File: config.mk
export PLATFORM = sky130hd
export DESIGN_NAME = sub_ctl_reg
export DESIGN_NICKNAME = d
export VERILOG_FILES = /design/src/rtl/sub_ctl_pkg.sv /design/src/rtl/sub_ctl_decode.sv /design/src/rtl/sub_ctl_rst_fsm.sv /design/src/rtl/sub_ctl_irq_fsm.sv /design/src/rtl/sub_ctl_reg.sv
export SDC_FILE = /design/constraint.sdc
export NUM_CORES = 1
export LEC_CHECK = 0
export BUFFER_PORTS_ARGS = -buffer_cell sky130_fd_sc_hd__buf_2
export CAP_MARGIN = 20
export CELL_PAD_IN_SITES_DETAIL_PLACEMENT = 0
export CELL_PAD_IN_SITES_GLOBAL_PLACEMENT = 1
export CORE_AREA = 2 2 39 41
export DETAILED_ROUTE_END_ITERATION = 8
export DIE_AREA = 0 0 41 43
export PLACE_DENSITY = 0.75
export SLEW_MARGIN = 10
export SYNTH_ARGS = -nofsm -noshare
export SYNTH_HDL_FRONTEND = slang
export SYNTH_SLANG_ARGS = --single-unit
File: constraint.sdc
create_clock -name clk -period 2.1 [get_ports clk]
set_input_delay 0.21 -clock clk [delete_from_list [all_inputs] [get_ports clk]]
set_output_delay 0.21 -clock clk [all_outputs]
set_load 0.05 [all_outputs]
File: src/rtl/sub_ctl_pkg.sv
package sub_ctl_pkg;

    localparam int CMD_W = 16;

    localparam logic [CMD_W-1:0] CODE_RUN    = 16'h0000;
    localparam logic [CMD_W-1:0] CODE_HOLD_A = 16'h0001;
    localparam logic [CMD_W-1:0] CODE_HOLD_B = 16'h000D;
    localparam logic [CMD_W-1:0] CODE_HOLD_C = 16'h000F;
    localparam logic [CMD_W-1:0] CODE_IRQ_A  = 16'h000C;
    localparam logic [CMD_W-1:0] CODE_IRQ_B  = 16'h0080;

    typedef enum logic [1:0] {
        CMD_NONE = 2'd0,
        CMD_HOLD = 2'd1,
        CMD_RUN  = 2'd2,
        CMD_IRQ  = 2'd3
    } cmd_e;

    typedef enum logic {
        RS_HELD    = 1'b0,
        RS_RUNNING = 1'b1
    } rst_state_e;

    typedef enum logic {
        IRQ_IDLE    = 1'b0,
        IRQ_PENDING = 1'b1
    } irq_state_e;

    function automatic cmd_e classify(input logic en, input logic [CMD_W-1:0] word);
        cmd_e c;
        c = CMD_NONE;
        if (en) begin
            case (word)
                CODE_RUN:                              c = CMD_RUN;
                CODE_HOLD_A, CODE_HOLD_B, CODE_HOLD_C: c = CMD_HOLD;
                CODE_IRQ_A, CODE_IRQ_B:                c = CMD_IRQ;
                default:                               c = CMD_NONE;
            endcase
        end
        return c;
    endfunction

endpackage

File: src/rtl/sub_ctl_decode.sv
module sub_ctl_decode
    import sub_ctl_pkg::*;
#(
    parameter int DATA_W = CMD_W
) (
    input  logic              wr_en,
    input  logic [DATA_W-1:0] wr_data,
    output cmd_e              cmd
);
    // Full-width compare: upper bits must be zero for a code to match.
    localparam int PAD_W = (DATA_W > CMD_W) ? DATA_W - CMD_W : 1;

    logic [CMD_W-1:0] low_word;
    logic             upper_clear;

    generate
        if (DATA_W > CMD_W) begin : g_wide
            logic [PAD_W-1:0] upper_bits;
            assign upper_bits  = wr_data[DATA_W-1:CMD_W];
            assign low_word    = wr_data[CMD_W-1:0];
            assign upper_clear = (upper_bits == '0);
        end else begin : g_exact
            assign low_word    = CMD_W'(wr_data);
            assign upper_clear = 1'b1;
        end
    endgenerate

    always_comb begin
        cmd = classify(wr_en && upper_clear, low_word);
    end

endmodule

File: src/rtl/sub_ctl_rst_fsm.sv
module sub_ctl_rst_fsm
    import sub_ctl_pkg::*;
(
    input  logic clk,
    input  logic rst_n,
    input  cmd_e cmd,
    output logic sub_reset,
    output logic main_wait
);
    rst_state_e state_q, state_d;
    logic       wait_q;

    always_comb begin
        state_d = state_q;
        unique case (state_q)
            RS_HELD:    if (cmd == CMD_RUN)  state_d = RS_RUNNING;
            RS_RUNNING: if (cmd == CMD_HOLD) state_d = RS_HELD;
        endcase
    end

    always_ff @(posedge clk) begin
        if (!rst_n) begin
            state_q <= RS_HELD;
            wait_q  <= 1'b0;
        end else begin
            state_q <= state_d;
            wait_q  <= (cmd == CMD_RUN);
        end
    end

    always_comb begin
        sub_reset = 1'b1;
        unique case (state_q)
            RS_HELD:    sub_reset = 1'b1;
            RS_RUNNING: sub_reset = 1'b0;
        endcase
        main_wait = wait_q;
    end

endmodule

File: src/rtl/sub_ctl_irq_fsm.sv
module sub_ctl_irq_fsm
    import sub_ctl_pkg::*;
(
    input  logic clk,
    input  logic rst_n,
    input  cmd_e cmd,
    input  logic ack,
    output logic irq
);
    irq_state_e state_q, state_d;

    always_comb begin
        state_d = state_q;
        unique case (state_q)
            IRQ_IDLE:    if (cmd == CMD_IRQ) state_d = IRQ_PENDING;
            IRQ_PENDING: if (cmd != CMD_IRQ && ack) state_d = IRQ_IDLE;
        endcase
    end

    always_ff @(posedge clk) begin
        if (!rst_n) state_q <= IRQ_IDLE;
        else        state_q <= state_d;
    end

    always_comb begin
        irq = 1'b0;
        unique case (state_q)
            IRQ_IDLE:    irq = 1'b0;
            IRQ_PENDING: irq = 1'b1;
        endcase
    end

endmodule

File: src/rtl/sub_ctl_reg.sv
module sub_ctl_reg
    import sub_ctl_pkg::*;
#(
    parameter int DATA_W = 16
) (
    input  logic              clk,
    input  logic              rst_n,
    input  logic              wr_en,
    input  logic [DATA_W-1:0] wr_data,
    input  logic              sub_ack,
    output logic              sub_reset,
    output logic              sub_irq,
    output logic              main_wait
);
    cmd_e cmd;

    sub_ctl_decode #(.DATA_W(DATA_W)) u_dec (
        .wr_en   (wr_en),
        .wr_data (wr_data),
        .cmd     (cmd)
    );

    sub_ctl_rst_fsm u_rst (
        .clk       (clk),
        .rst_n     (rst_n),
        .cmd       (cmd),
        .sub_reset (sub_reset),
        .main_wait (main_wait)
    );

    sub_ctl_irq_fsm u_irq (
        .clk   (clk),
        .rst_n (rst_n),
        .cmd   (cmd),
        .ack   (sub_ack),
        .irq   (sub_irq)
    );

endmodule

==> impl_table.tex <==
\begin{tabular}{lr}
\hline
Metric & Value \\
\hline
\multicolumn{2}{l}{\textbf{Route}} \\
\quad Routed len/inst & between 9 and 10 um \\
\quad Detailed Routing Iterations Pass 1 & 4 \\
\quad DRC viols & 0 \\
\quad Count of nets left with antenna violations after detail routing & 0 \\
\quad Via/cell ratio & $\sim$4.5 \\
\quad Total via count after detailed routing & roughly 310 \\
\quad Number of DRC markers in iteration 0 & 1 \\
\quad Routed Wire Length & about 660 um \\
\multicolumn{2}{l}{\textbf{STA}} \\
\quad Worst slew margin relative to its limit & around four fifths \\
\quad Least setup slack across all paths after layout & slightly above 900 ps \\
\quad Final number of max-transition violations & 0 \\
\quad Transition time of the tightest slew-check pin & between 200 and 300 ps \\
\quad Final number of setup-violating endpoints & 0 \\
\quad Worst clock skew & 0 ps \\
\quad Final Cycle Share & between 50\% and 60\% \\
\quad Total negative setup slack & 0 ps \\
\quad Worst hold-check slack & 240 ps \\
\quad Final Hold Violating Endpoints & 0 \\
\quad Unrepaired setup endpoints after global routing & no \\
\quad Max Fclk & 838 MHz \\
\quad Final min period & 1190 ps \\
\multicolumn{2}{l}{\textbf{Placed design}} \\
\quad Number of buffers inserted by port buffering & 22 \\
\quad Placer congestion estimate & 0.684 \\
\quad Cell count after placement & 66 \\
\quad Placement-stage worst setup slack & $\sim$650 ps \\
\quad Post-detailed-placement cell area & between 300 and 400 um2 \\
\quad HPWL after detailed placement & 562 um \\
\multicolumn{2}{l}{\textbf{Global route}} \\
\quad Antenna violations before repair & 0 \\
\quad Largest net degree at the start of global routing & 8 \\
\quad Global Route Usage Sum & slightly above 9\% \\
\quad Wire length of the first global-routing pass & $\sim$1100 um \\
\quad Via count of the first global-routing pass & 279 \\
\quad Congestion Overflow GR & 0 \\
\multicolumn{2}{l}{\textbf{Critical path}} \\
\quad Worst-path maximum fanout & 3 \\
\quad Cells along the critical path & buf\_2 -> nor4\_4 -> nand4\_1 -> or4\_1 -> a21oi\_1 \\
\quad Startpoint Class & input pin \\
\quad Slowest-stage cell, CP & sky130\_fd\_sc\_hd\_\_or4\_1 \\
\quad Type of element capturing the critical path & register \\
\quad Crit path largest cell delay & 420 ps \\
\quad Required time reported for the critical path endpoint & approximately 2300 ps \\
\quad Arrival @ worst endpoint & 1360 ps \\
\quad Classification of the worst setup path & in -> reg \\
\multicolumn{2}{l}{\textbf{Clock tree}} \\
\quad Maximum number of buffers from clock root to sink & 2 \\
\quad Clock root buffer & sky130\_fd\_sc\_hd\_\_clkbuf\_4 \\
\quad Number of sinks driven by the clock tree & 3 \\
\quad CTS Hold Buffers Added & 0 \\
\quad Depth of the CTS H-tree & 1 \\
\quad Clock input transition at the sequential cells of the worst setup and hold paths & roughly 40 ps \\
\quad Post-CTS resize count & 0 \\
\quad Clock tree from TritonCTS & built \\
\quad Number of clock buffers inserted by TritonCTS & 3 \\
\quad Skew-Pair Late Insertion Delay & roughly 230 ps \\
\quad Buffers inserted by post-CTS timing repair & 0 \\
\multicolumn{2}{l}{\textbf{Logic synthesis}} \\
\quad Part of the Yosys area used for sequential elements & between 20\% and 30\% \\
\quad Synth Instances & 28 \\
\quad Synth Register Bits & 3 \\
\quad Number of distinct library cells after synthesis & 20 \\
\quad Yosys Warn Count & 0 \\
\quad Syn avg cell area & approximately 9 um2 \\
\quad Area of the mapped netlist & 248 um2 \\
\quad Total nets after synthesis & 48 \\
\multicolumn{2}{l}{\textbf{Cells and area}} \\
\quad Fraction of layout cells with a size suffix above 1 & roughly half \\
\quad Syn-to-layout area delta & 63.1\% \\
\quad Total inserted antenna cells & 0 \\
\quad Most common cell after layout, fill and taps aside & sky130\_fd\_sc\_hd\_\_buf\_2 \\
\quad Post-layout nets & 75 \\
\quad Finished layout cell area & roughly 400 um2 \\
\quad Non-filler cells, final & 70 \\
\quad Leading cell types in the layout, fill and taps excluded & sky130\_fd\_sc\_hd\_\_buf\_2, sky130\_fd\_sc\_hd\_\_nor2\_1, sky130\_fd\_sc\_hd\_\_clkbuf\_4, sky130\_fd\_sc\_hd\_\_dfxtp\_1 \\
\multicolumn{2}{l}{\textbf{Floorplan}} \\
\quad Number of placement rows & 14 \\
\quad Effective utilization at floorplan & 17.9\% \\
\quad Area of the die & 1760 um2 \\
\quad Die boundary width & slightly above 40 um \\
\quad CORE AREA & about 1400 um2 \\
\quad IO Count & 23 \\
\quad Die height & 43 um \\
\multicolumn{2}{l}{\textbf{Power}} \\
\quad VDD IR-drop max & 232 uV \\
\quad Cell leakage power & about 0.00017 uW \\
\quad PwrDens & between 400 and 500 nW/um2 \\
\multicolumn{2}{l}{\textbf{Status}} \\
\quad Run status & finished, final reports clean \\
\multicolumn{2}{l}{\textbf{Hold path}} \\
\quad HP Class & in -> reg \\
\multicolumn{2}{l}{\textbf{Job}} \\
\quad Max-cap viol count & 0 \\
\hline
\end{tabular}
## worst max-delay path, delay by kind of cell
kind	cells	cell delay [ps]
and+or+nand+nor	3	890
AOI/OAI and AO/OA	1	140
buffers and inverters	1	110
## flip-flops by register name, summed over array words and instances (netlist names)
register,flops
u_irq.state_q,1
u_rst.main_wait,1
u_rst.state_q,1
## metrics by stage
step                total power [uW]  util (%)
floorplan                       70.1         -
global placement                97.9      27.3
detailed placement              98.6      27.3
CTS                              205      29.2
global route                     214      29.2
finish                           200      29.2
## path summary, 6_finish.rpt
| check | cells past startpoint | slack, ps | to | from |
|---|---|---|---|---|
| max reg2reg | 2 | 1530 | u_irq.state_q$_SDFF_PN0_ | u_irq.state_q$_SDFF_PN0_ |
| min reg2reg | 2 | 440 | u_rst.state_q$_SDFF_PN0_ | u_rst.state_q$_SDFF_PN0_ |
| max | 5 | 910 | u_rst.state_q$_SDFF_PN0_ | wr_data[13] |
| min | 3 | 240 | u_rst.state_q$_SDFF_PN0_ | rst_n |
## Yosys cell counts
cell type	number	area share [%]
sky130_fd_sc_hd__inv_1	2	3.0
sky130_fd_sc_hd__or4_1	1	3.0
sky130_fd_sc_hd__nand3b_1	1	3.0
sky130_fd_sc_hd__nor4b_2	1	6.1
sky130_fd_sc_hd__nand3_1	1	2.0
sky130_fd_sc_hd__dfxtp_1	3	24
sky130_fd_sc_hd__o31ai_1	1	3.0
sky130_fd_sc_hd__nand4_1	1	2.5
sky130_fd_sc_hd__nand2_1	2	3.0
sky130_fd_sc_hd__nand2b_1	1	2.5
sky130_fd_sc_hd__a32oi_1	1	3.5
sky130_fd_sc_hd__nor3_1	1	2.0
sky130_fd_sc_hd__nor4_4	2	17
sky130_fd_sc_hd__o41ai_1	1	3.5
sky130_fd_sc_hd__and3b_1	1	3.5
sky130_fd_sc_hd__o21ai_0	1	2.0
sky130_fd_sc_hd__nor2_1	3	4.5
sky130_fd_sc_hd__o32a_1	1	4.0
sky130_fd_sc_hd__a21oi_1	2	4.0
sky130_fd_sc_hd__o21a_1	1	3.0
## per-layer routing
layer | GRT usage (%) | part of all wire (%) | vias to the layer above
met1 | 8.95 | 41 | 135
met4 | 8.00 | 0 | 0
met5 | 0 | 0 | -
li1 | - | - | 163
met3 | 4.71 | 7.8 | 0
met2 | 13.4 | 52 | 15
## power breakdown
part           switching [uW]  internal, uW  total [uW]
Combinational            19.8          20.4        40.2
Sequential           0.000161          57.3        57.3
Clock                    31.3          71.3         103
## cell type report
type | count | area, um2
Fill cell | 153 | 980
Multi-Input combinational cell | 23 | 180
Timing Repair Buffer | 22 | 110
Sequential cell | 3 | 60.1
Clock buffer | 4 | 26.3
Tap cell | 16 | 20.0
Inverter | 2 | 7.51
## cell families after synthesis
group / count (synthesis) / synth area share, %
flops: 3 / 24.2
buf+inv: 2 / 3.03
compound gates: 8 / 23.2
simple gates: 15 / 49.5
Note: power is estimated with default switching activity, not from simulation.
